[src/rtl/crc4mf_pkg.sv]
// Package: shared types for the CRC-4 multiframe alignment detector.
// Assumes: nothing beyond IEEE 1800-2017.
package crc4mf_pkg;

    // Alignment progress of the multiframe search.
    typedef enum logic [1:0] {
        ST_SEARCH  = 2'd0,
        ST_CONFIRM = 2'd1,
        ST_LOCKED  = 2'd2
    } crc4mf_state_e;

endpackage

[src/rtl/crc4mf_bit_window.sv]
// Module: crc4mf_bit_window
// Keeps the last PAT_BITS marker-carrying bits (oldest in the MSB) and a
// saturating count of how many bits have been collected since the last clear.
// hit_o is combinational: it is high in the cycle where the incoming bit
// completes a full window equal to PATTERN.
// Assumes: shift_i is only high on non-alignment frame strobes.
module crc4mf_bit_window #(
    parameter int                  PAT_BITS = 6,
    parameter logic [PAT_BITS-1:0] PATTERN  = 6'b001011,
    parameter int                  FILL_W   = $clog2(PAT_BITS + 1)
) (
    input  logic clk,
    input  logic rst_n,
    input  logic clear_i,
    input  logic shift_i,
    input  logic bit_i,
    output logic hit_o
);

    localparam logic [FILL_W-1:0] FILL_MAX = FILL_W'(PAT_BITS);
    localparam logic [FILL_W-1:0] FILL_PRE = FILL_W'(PAT_BITS - 1);

    logic [PAT_BITS-1:0] window_q;
    logic [PAT_BITS-1:0] window_nxt;
    logic [FILL_W-1:0]   fill_q;
    logic                full_after;

    // Window contents once the incoming bit is appended.
    always_comb begin
        window_nxt = {window_q[PAT_BITS-2:0], bit_i};
        full_after = (fill_q >= FILL_PRE);
        hit_o      = shift_i && full_after && (window_nxt == PATTERN);
    end

    // History register and fill count; cleared on restart.
    always_ff @(posedge clk) begin
        if (!rst_n || clear_i) begin
            window_q <= '0;
            fill_q   <= '0;
        end else if (shift_i) begin
            window_q <= window_nxt;
            if (fill_q != FILL_MAX) begin
                fill_q <= fill_q + 1'b1;
            end
        end
    end

    // the fill count never runs past the window length.
    p_fill_bound_r9: assert property (@(posedge clk) disable iff (!rst_n)
        fill_q <= FILL_MAX);

    // a restart empties the history.
    p_clear_empties_r8: assert property (@(posedge clk) disable iff (!rst_n)
        clear_i |=> (fill_q == '0));

endmodule

[src/rtl/crc4mf_frame_ctr.sv]
// Module: crc4mf_frame_ctr
// Frame counter within the multiframe. It steps once per frame strobe,
// can be loaded with a given frame number (re-phasing), and is forced to
// zero while clear_i is high. num_next_o is the value the next step would give.
// Assumes: MF_FRAMES >= 2.
module crc4mf_frame_ctr #(
    parameter int MF_FRAMES = 16,
    parameter int NUM_W     = $clog2(MF_FRAMES)
) (
    input  logic             clk,
    input  logic             rst_n,
    input  logic             clear_i,
    input  logic             step_i,
    input  logic             load_i,
    input  logic [NUM_W-1:0] load_val_i,
    output logic [NUM_W-1:0] num_o,
    output logic [NUM_W-1:0] num_next_o
);

    localparam logic [NUM_W-1:0] LAST = NUM_W'(MF_FRAMES - 1);

    logic [NUM_W-1:0] num_q;

    // Successor frame number with wrap at the multiframe end.
    always_comb begin
        num_next_o = (num_q == LAST) ? '0 : num_q + 1'b1;
        num_o      = num_q;
    end

    // Counter register: clear wins, then load, then step.
    always_ff @(posedge clk) begin
        if (!rst_n || clear_i) begin
            num_q <= '0;
        end else if (load_i) begin
            num_q <= load_val_i;
        end else if (step_i) begin
            num_q <= num_next_o;
        end
    end

    // the last frame of a multiframe is followed by frame zero.
    p_wrap_to_zero_r4: assert property (@(posedge clk) disable iff (!rst_n)
        (step_i && !load_i && !clear_i && num_q == LAST) |=> (num_q == '0));

endmodule

[src/rtl/crc4mf_align_fsm.sv]
// Module: crc4mf_align_fsm
// Search / confirm / locked sequencer. In search it accepts the first
// full-window hit as a candidate and asks for the counter to be re-phased.
// In confirm it checks the window at the next frame-11 strobe and either
// locks or returns to search. Once locked it stays locked until clear_i.
// Every accepted marker produces a registered one-cycle pulse.
// Assumes: hit_i is already qualified by a non-alignment frame strobe.
module crc4mf_align_fsm
    import crc4mf_pkg::*;
(
    input  logic          clk,
    input  logic          rst_n,
    input  logic          clear_i,
    input  logic          hit_i,
    input  logic          nfas_strobe_i,
    input  logic          at_check_i,
    output logic          load_o,
    output logic          pulse_o,
    output logic          sync_n_o,
    output crc4mf_state_e state_o
);

    crc4mf_state_e state_q;
    crc4mf_state_e state_nxt;
    logic          pulse_d;
    logic          pulse_q;
    logic          sync_n_q;
    logic          check_now;

    // Next-state, re-phase request and pulse decision.
    always_comb begin
        state_nxt = state_q;
        load_o    = 1'b0;
        pulse_d   = 1'b0;
        check_now = nfas_strobe_i && at_check_i;
        case (state_q)
            ST_SEARCH: begin
                if (hit_i) begin
                    load_o    = 1'b1;
                    pulse_d   = 1'b1;
                    state_nxt = ST_CONFIRM;
                end
            end
            ST_CONFIRM: begin
                if (check_now) begin
                    if (hit_i) begin
                        pulse_d   = 1'b1;
                        state_nxt = ST_LOCKED;
                    end else begin
                        state_nxt = ST_SEARCH;
                    end
                end
            end
            ST_LOCKED: begin
                if (check_now && hit_i) begin
                    pulse_d = 1'b1;
                end
            end
            default: state_nxt = ST_SEARCH;
        endcase
        if (clear_i) begin
            state_nxt = ST_SEARCH;
            load_o    = 1'b0;
            pulse_d   = 1'b0;
        end
    end

    // State, pulse and active-low sync registers.
    always_ff @(posedge clk) begin
        if (!rst_n) begin
            state_q  <= ST_SEARCH;
            pulse_q  <= 1'b0;
            sync_n_q <= 1'b1;
        end else begin
            state_q  <= state_nxt;
            pulse_q  <= pulse_d;
            sync_n_q <= (state_nxt != ST_LOCKED);
        end
    end

    assign pulse_o  = pulse_q;
    assign sync_n_o = sync_n_q;
    assign state_o  = state_q;

    // lock is never reached straight from search.
    p_no_skip_confirm_r5: assert property (@(posedge clk) disable iff (!rst_n)
        (state_q == ST_SEARCH) |=> (state_q != ST_LOCKED));

    // loss of basic alignment returns to search.
    p_loss_to_search_r8: assert property (@(posedge clk) disable iff (!rst_n)
        clear_i |=> (state_q == ST_SEARCH));

endmodule

[src/rtl/crc4mf_detector.sv]
// Module: crc4mf_detector (top)
// CRC-4 multiframe alignment detector. It collects timeslot-0 bit 1 of
// non-alignment frames, finds the six-bit marker, re-phases the frame counter
// to the marker's last frame and declares active-low sync after two
// consecutive good markers. Loss of basic alignment restarts everything.
// Assumes: frame strobes are one cycle wide and at least one cycle apart is
// not required; inputs are synchronous to clk.
module crc4mf_detector #(
    parameter int                  MF_FRAMES   = 16,
    parameter int                  PAT_BITS    = 6,
    parameter logic [PAT_BITS-1:0] PATTERN     = 6'b001011,
    parameter int                  CHECK_FRAME = 11
) (
    input  logic       clk,
    input  logic       rst_n,
    input  logic       basic_sync_i,
    input  logic       frame_strobe_i,
    input  logic       frame_nfas_i,
    input  logic       ts0_bit1_i,
    output logic       crc_sync_n_o,
    output logic [3:0] mf_frame_num_o,
    output logic       mf_pattern_pulse_o
);

    import crc4mf_pkg::*;

    localparam int               NUM_W   = $clog2(MF_FRAMES);
    localparam int               FILL_W  = $clog2(PAT_BITS + 1);
    localparam logic [NUM_W-1:0] CHK_NUM = NUM_W'(CHECK_FRAME);

    logic             restart;
    logic             step;
    logic             nfas_strobe;
    logic             win_hit;
    logic             load;
    logic             at_check;
    logic [NUM_W-1:0] num;
    logic [NUM_W-1:0] num_next;
    crc4mf_state_e    state;

    // Qualify frame events with basic alignment.
    always_comb begin
        restart     = !basic_sync_i;
        step        = basic_sync_i && frame_strobe_i;
        nfas_strobe = step && frame_nfas_i;
        at_check    = (num_next == CHK_NUM);
    end

    crc4mf_bit_window #(
        .PAT_BITS (PAT_BITS),
        .PATTERN  (PATTERN),
        .FILL_W   (FILL_W)
    ) u_window (
        .clk     (clk),
        .rst_n   (rst_n),
        .clear_i (restart),
        .shift_i (nfas_strobe),
        .bit_i   (ts0_bit1_i),
        .hit_o   (win_hit)
    );

    crc4mf_frame_ctr #(
        .MF_FRAMES (MF_FRAMES),
        .NUM_W     (NUM_W)
    ) u_ctr (
        .clk        (clk),
        .rst_n      (rst_n),
        .clear_i    (restart),
        .step_i     (step),
        .load_i     (load),
        .load_val_i (CHK_NUM),
        .num_o      (num),
        .num_next_o (num_next)
    );

    crc4mf_align_fsm u_fsm (
        .clk           (clk),
        .rst_n         (rst_n),
        .clear_i       (restart),
        .hit_i         (win_hit),
        .nfas_strobe_i (nfas_strobe),
        .at_check_i    (at_check),
        .load_o        (load),
        .pulse_o       (mf_pattern_pulse_o),
        .sync_n_o      (crc_sync_n_o),
        .state_o       (state)
    );

    assign mf_frame_num_o = 4'(num);

    // without basic alignment the outputs sit idle.
    p_unaligned_idle_r8: assert property (@(posedge clk) disable iff (!rst_n)
        !basic_sync_i |=> (crc_sync_n_o && mf_frame_num_o == 4'd0 && !mf_pattern_pulse_o));

    // every marker pulse coincides with frame 11 on the counter.
    p_pulse_at_check_r3: assert property (@(posedge clk) disable iff (!rst_n)
        mf_pattern_pulse_o |-> (num == CHK_NUM));

    // the frame number holds between strobes.
    p_num_hold_r4: assert property (@(posedge clk) disable iff (!rst_n)
        (basic_sync_i && !frame_strobe_i) |=> $stable(mf_frame_num_o));

    // sync is only declared together with an accepted marker.
    p_lock_with_pulse_r5: assert property (@(posedge clk) disable iff (!rst_n)
        $fell(crc_sync_n_o) |-> mf_pattern_pulse_o);

    // the pulse lasts one cycle and follows a non-alignment strobe.
    p_pulse_single_r7: assert property (@(posedge clk) disable iff (!rst_n)
        mf_pattern_pulse_o |=> !mf_pattern_pulse_o);

    p_pulse_after_strobe_r7: assert property (@(posedge clk) disable iff (!rst_n)
        mf_pattern_pulse_o |-> $past(frame_strobe_i && frame_nfas_i));

    // lock is kept while basic alignment holds.
    p_lock_held_r10: assert property (@(posedge clk) disable iff (!rst_n)
        (!crc_sync_n_o && basic_sync_i) |=> !crc_sync_n_o);

    // the sync flag agrees with the locked state.
    p_sync_matches_state_r5: assert property (@(posedge clk) disable iff (!rst_n)
        (state == ST_LOCKED) == !crc_sync_n_o);

endmodule

[config.mk]
export PLATFORM = sky130hd
export DESIGN_NAME = crc4mf_detector
export DESIGN_NICKNAME = d
export VERILOG_FILES = /design/src/rtl/crc4mf_pkg.sv /design/src/rtl/crc4mf_bit_window.sv /design/src/rtl/crc4mf_frame_ctr.sv /design/src/rtl/crc4mf_align_fsm.sv /design/src/rtl/crc4mf_detector.sv
export SDC_FILE = /design/constraint.sdc
export NUM_CORES = 1
export LEC_CHECK = 0
export ABC_CLOCK_PERIOD_IN_PS = 1700
export BUFFER_PORTS_ARGS = -buffer_cell sky130_fd_sc_hd__buf_2
export CORE_ASPECT_RATIO = 0.8
export CORE_UTILIZATION = 40
export DETAILED_ROUTE_END_ITERATION = 6
export GPL_ROUTABILITY_DRIVEN = 0
export PLACE_DENSITY = 0.62
export SYNTH_ARGS = -nofsm -noshare
export SYNTH_HDL_FRONTEND = slang
export SYNTH_HIERARCHICAL = 1
export SYNTH_SLANG_ARGS = --single-unit
[constraint.sdc]
create_clock -name clk -period 1.7 [get_ports clk]
set_input_delay 0.085 -clock clk [delete_from_list [all_inputs] [get_ports clk]]
set_output_delay 0.085 -clock clk [all_outputs]
set_load 0.01 [all_outputs]
* Word level (Yosys, flattened, before mapping)
Cells that the tools add are included.
W data, S select, Z words.
** Word-level totals
- Bits in registers :: 16
- Input port bits :: 6
- Output and inout port bits :: 6
- Logic and storage cells :: 45
** Cells by class
- Add/sub/neg operators :: 2
- Order comparisons :: 1
- Equality and inequality tests :: 7
- Mux-type cells :: 14
- Reduce and logical (&&, ||, !) cells :: 14
** Operators by type and width (count)
- $mux W4 :: 3
- $eq A4 B4 Y1 const B :: 2
- $mux W2 :: 4
- $eq A6 B4 Y1 const B :: 1
- $logic_and A1 B1 Y1 :: 6
- $pmux W2 S3 :: 1
- $mux W1 :: 5
- $add A4 B1 Y4 const B :: 1
- $reduce_and A2 Y1 :: 2
- $add A3 B1 Y3 const B :: 1
- $ge A3 B3 Y1 const B :: 1
- $ne A3 B3 Y1 const B :: 1
- $pmux W1 S3 :: 1
- $eq A2 B1 Y1 const B :: 1
- $eq A2 B2 Y1 const B :: 1
- $logic_not A1 Y1 :: 2
- $logic_not A2 Y1 :: 1
- $ne A2 B2 Y1 const B :: 1
- $reduce_bool A2 Y1 :: 1
- $reduce_or A2 Y1 :: 1
- $logic_or A1 B1 Y1 :: 1

* Longest topological paths before layout
- Depth in word-level cells :: 9
- Gate-level depth with buffers :: 8
- Depth with buffers taken out :: 8

* Modules after synthesis
Netlist, hierarchy kept.
** Modules (own cells, without submodules)
- crc4mf_bit_window :: instances 1, cells an instance 39, area each 400.4 sq um
- crc4mf_frame_ctr :: instances 1, cells an instance 32, area each 266.5 sq um
- crc4mf_align_fsm :: instances 1, cells an instance 16, area each 172.7 sq um
- crc4mf_detector :: instances 1, cells an instance 6, area each 33.8 sq um

* Worst setup path before layout
No wires, ideal clock.
- Path kind :: register to register
- Start :: reg u_ctr.num_q[0] (netlist: u_ctr/num_o[0])
- End :: reg u_fsm.sync_n_q (netlist: u_fsm/sync_n_o)
- Library setup time :: 114 ps
- Data arrival time :: 1585 ps
- Slack :: 1 ps
- Stages on the path, launching flop included :: 9
- Clock period less this slack :: 1699 ps
- Cells stage by stage :: dfxtp_1 ha_1 a21oi_1 nor2b_1 o21bai_2 and4b_1 nand2_1 nand4bb_2 a21o_1
** On the way
- Word-level cells in the longest chain between the ends :: 8
- Elaborated cells on any way between the ends :: 9
** Ends and longest elaborated chain
- start: declaration :: line crc4mf_frame_ctr.sv:22 : logic [NUM_W-1:0] num_q;
- start signal: assignment :: line crc4mf_frame_ctr.sv:35 : num_q <= load_val_i;
- start signal: assignment :: line crc4mf_frame_ctr.sv:37 : num_q <= num_next_o;
- $add A4 B1 Y4 / $eq A4 B4 Y1 (equally long branches) :: line crc4mf_frame_ctr.sv:26 : num_next_o = (num_q == LAST) ? '0 : num_q + 1'b1;
- $mux W4 (*) :: line crc4mf_frame_ctr.sv:26
- named net num_next[3] :: line crc4mf_detector.sv:38 : logic [NUM_W-1:0] num_next;
- $eq A4 B4 Y1 (*) :: line crc4mf_detector.sv:46 : at_check = (num_next == CHK_NUM);
- named net at_check :: line crc4mf_detector.sv:36 : logic at_check;
- $logic_and A1 B1 Y1 (*) :: line crc4mf_align_fsm.sv:35 : check_now = nfas_strobe_i && at_check_i;
- $mux W2 (*) :: line crc4mf_align_fsm.sv:45 : if (check_now) begin
- $pmux W2 S3 (*) :: line crc4mf_align_fsm.sv:36 : case (state_q)
- $mux W2 (*) :: line crc4mf_align_fsm.sv:61 : if (clear_i) begin
- $ne A2 B2 Y1 (*) :: line crc4mf_align_fsm.sv:77 : sync_n_q <= (state_nxt != ST_LOCKED);
- end signal: assignment :: line crc4mf_align_fsm.sv:77
- end: declaration :: line crc4mf_align_fsm.sv:27 : logic sync_n_q;
Mark *: on every way through the listed nets, which the timed path passes. The rest lies on a longest branch.
A chain may end at the register's enable or synchronous reset.

* Worst setup path after layout
Ends and elaborated chain as after synthesis.

==> run metrics <==
status=finished clean; number of cells on the worst hold path=3; detail-routed via count per cell=5.06; Min-Delay Startpoint=ts0_bit1_i; number of nets in the layout=129; final critical-path required period=1.66 ns; category of the most critical setup path=flop to flop; number of different library cells in the post-synthesis netlist=36; clock network latency to the later pin of the worst-skew pair=0.29 ns; post-route core utilization=57.3%; summed instance area of the synthesized netlist=873 um^2; Diodes inserted=0; TritonCTS Buffers=3; via count=719; cell breakdown of the critical path=ha_4, a21oi_2, nor2b_1, o21bai_4, and4b_1, nand2_1, nand4bb_2, a21o_1; Antenna Nets Post-Route=0; synthesized area per cell=9.39 um^2; global-route congestion overflow total=0; Req. time, crit path=1.89 ns; hold endpoint=u_window/window_q[0]$_SDFFE_PP0P_; Cell Pwr Density=603 nW/um^2; type of the worst min-delay path=input pin to flop; global-route wire length before repair=2.66 mm; Starting Density=44.5%; final hold violation count=0; # setup viols final=0; final cycle utilization of the critical path=a little under 100%; max capacitance violation total=0; core region area=about 2000 um^2; routed length per instance=between 10 and 15 um; category of the worst setup path launch point=flop; number of synthesized flops with an enable pin=0; clk sink count=16; initial antenna violation count=0; signal arrival time at the worst endpoint=1.85 ns; Critical R2R Launch=u_ctr/num_o[0]$_SDFFE_PP0P_; stage delay of the slowest cell on the critical path=0.35 ns; wire length after detailed routing=1.67 mm; DIE AREA=2380 um^2; width of the die=54.2 um; cell type contributing the most total cell area after synthesis=sky130_fd_sc_hd__dfxtp_1; post-synthesis sequential area ratio=36.7%; y dimension of the die=43.8 um; type of element capturing the critical path=flop; maximum vdd drop=about 540 uV; total chip power=0.678 mW; setup repair after global routing missed its margin=yes; Detailed Route Iter0 Violations=8; main flop type after synthesis=sky130_fd_sc_hd__dfxtp_1; critical path's slowest cell=sky130_fd_sc_hd__dfxtp_2; max frequency=603 MHz; Syn-to-layout area delta=28.7%; share of Yosys cell area claimed by the top area cell type=36.7%; maximum number of buffers from clock root to sink=2; IO buf count=11; register-to-register setup slack=0.04 ns; CTS clk-pin slew, worst paths=0.09 ns; pin count of the biggest net entering global routing=11; synthesized flop and latch total=16; CTS tree=done; critical path fanouts, max=4; ratio of cells with drive above 1 in the final layout=32.2%; number of buffers inserted for hold repair after clock tree synthesis=0; P_leak=0.458 nW; Overall Global Routing Usage=between 10% and 20%; post-route DRC violation count=0; R2R cell count=8; router iterations before antenna repair=4; Root Driver=sky130_fd_sc_hd__clkbuf_4; Yosys warning total=6; number of rows in the core area=14; CTS H-tree lvls=1; endpoint of the worst register-to-register path=u_fsm/sync_n_o$_SDFF_PN1_; share of flip-flops with an asynchronous set or reset after synthesis=0%; post-route clock skew=0.00210 ns; Post-Synthesis Cells=93; HPWL Detailed=between 1 and 1.5 mm; number of top-level pins=12; Slew Limit Fails=0; fill count=178; top area cells in the synthesized netlist=sky130_fd_sc_hd__dfxtp_1 37%, sky130_fd_sc_hd__mux2i_1 9.2%, sky130_fd_sc_hd__ha_1 5.7%; sum of negative setup slack=0 ns; via count of the first global-routing pass=626
[power by group]
part / leakage, nW / internal [mW] / switching (mW) / total (mW)
combinational: 0.307 / 0.0213 / 0.0281 / 0.0494
sequential: 0.131 / 0.376 / 0.00182 / 0.378
clock: 0.0210 / 0.131 / 0.120 / 0.250
[through the flow]
stage	hold WS [ns]	setup slack, ns	instances	instance area, um^2
after floorplan	0.232	0.00149	95	881
after CTS	0.0423	0.0321	139	1050
after global routing	0.0918	-0.0565	142	1120
after global placement	0.341	0.0267	135	1010
after detailed placement	0.361	-0.0499	135	1010
final	0.0471	0.0424	142	1120
[worst max-delay path: cells and delay by family (launching register included)]
family	cells	cell delay, ns
flip-flops	1	0.35
AND/OR/NAND/NOR	4	0.63
adder cells (fa/ha/maj)	1	0.17
AO/OA/AOI/OAI	3	0.41
[cell type report]
class                      instances  area (um^2)  share of cell area, %
sequential                        16          324                   28.8
timing repair buffer              21          150                   13.4
inverter                           8         30.0                   2.67
tap                               24         30.0                   2.67
clock buffer                       4         36.3                   3.23
multi-input combinational         69          553                   49.2
[synth_stat cells, types with 2 or more instances]
library cell,number
sky130_fd_sc_hd__nand3b_1,2
sky130_fd_sc_hd__ha_1,4
sky130_fd_sc_hd__a21oi_1,6
sky130_fd_sc_hd__dfxtp_1,16
sky130_fd_sc_hd__inv_1,8
sky130_fd_sc_hd__and4b_1,3
sky130_fd_sc_hd__conb_1,2
sky130_fd_sc_hd__nor3_1,3
sky130_fd_sc_hd__nor2_1,7
sky130_fd_sc_hd__or3b_1,2
sky130_fd_sc_hd__o21ai_0,2
sky130_fd_sc_hd__mux2i_1,8
sky130_fd_sc_hd__nand2b_1,4
sky130_fd_sc_hd__nand2_1,4
[logic make-up (layout without fill, tap and decap cells)]
| kind of cell | after synthesis | in the layout | synth area share, % |
|---|---|---|---|
| xor+xnor | 2 | 2 | 2.01 |
| other cells | 2 | 4 | 0.860 |
| buf+inv | 10 | 33 | 4.87 |
| fa+ha+maj | 5 | 5 | 7.02 |
| flops | 16 | 16 | 36.7 |
| compound gates | 15 | 15 | 12.3 |
| simple gates | 34 | 34 | 25.8 |
| mux | 9 | 9 | 10.5 |
[per-layer routing]
layer,vias up,global-route usage [%],part of all wire (%)
li1,375,-,-
met1,332,21.4,52
met2,9,22.2,44
met3,3,6.32,3.3
met4,0,6.15,1.3
met5,-,0,0
[state kept, by name (all words and copies together) (netlist names)]
signal and count:
u_window/window_q 5, u_fsm/pulse_o 1, u_window/fill_q 3, u_ctr/num_o 4
u_fsm/sync_n_o 1, u_fsm/state_o 2
[worst max-delay path by stage]
stage | from | endpoint | slack, ns | cells after the start
global placement | u_ctr/num_o[0]$_SDFFE_PP0P_ | u_fsm/pulse_o$_SDFF_PP0_ | 0.03 | 8
detailed placement | u_ctr/num_o[0]$_SDFFE_PP0P_ | u_fsm/sync_n_o$_SDFF_PN1_ | -0.05 | 8
floorplan | u_ctr/num_o[0]$_SDFFE_PP0P_ | u_fsm/sync_n_o$_SDFF_PN1_ | 0.001 | 8
global route | u_ctr/num_o[1]$_SDFFE_PP0P_ | u_fsm/pulse_o$_SDFF_PP0_ | -0.06 | 8
CTS | u_ctr/num_o[0]$_SDFFE_PP0P_ | u_fsm/pulse_o$_SDFF_PP0_ | 0.03 | 8
finish | u_ctr/num_o[0]$_SDFFE_PP0P_ | u_fsm/sync_n_o$_SDFF_PN1_ | 0.04 | 8
[repair_timing]
item                                    4_1_cts  5_1_grt
resized for setup                             2        9
pin swaps                                     0        5
buffers inserted                              0        3
endpoints found under the setup margin        2        4
[cells in the final DEF (no fill, tap or decap), types with 3 or more instances in the layout]
| cell | n |
|---|---|
| sky130_fd_sc_hd__buf_2 | 11 |
| sky130_fd_sc_hd__clkbuf_4 | 3 |
| sky130_fd_sc_hd__and4b_1 | 3 |
| sky130_fd_sc_hd__nand2_1 | 4 |
| sky130_fd_sc_hd__a21oi_1 | 5 |
| sky130_fd_sc_hd__conb_1 | 4 |
| sky130_fd_sc_hd__mux2i_1 | 8 |
| sky130_fd_sc_hd__ha_1 | 3 |
| sky130_fd_sc_hd__dfxtp_1 | 13 |
| sky130_fd_sc_hd__inv_1 | 8 |
| sky130_fd_sc_hd__nor2_1 | 7 |
| sky130_fd_sc_hd__nand2b_1 | 4 |
| sky130_fd_sc_hd__dfxtp_2 | 3 |
| sky130_fd_sc_hd__buf_4 | 7 |
Power figures use the tool's default switching activity.
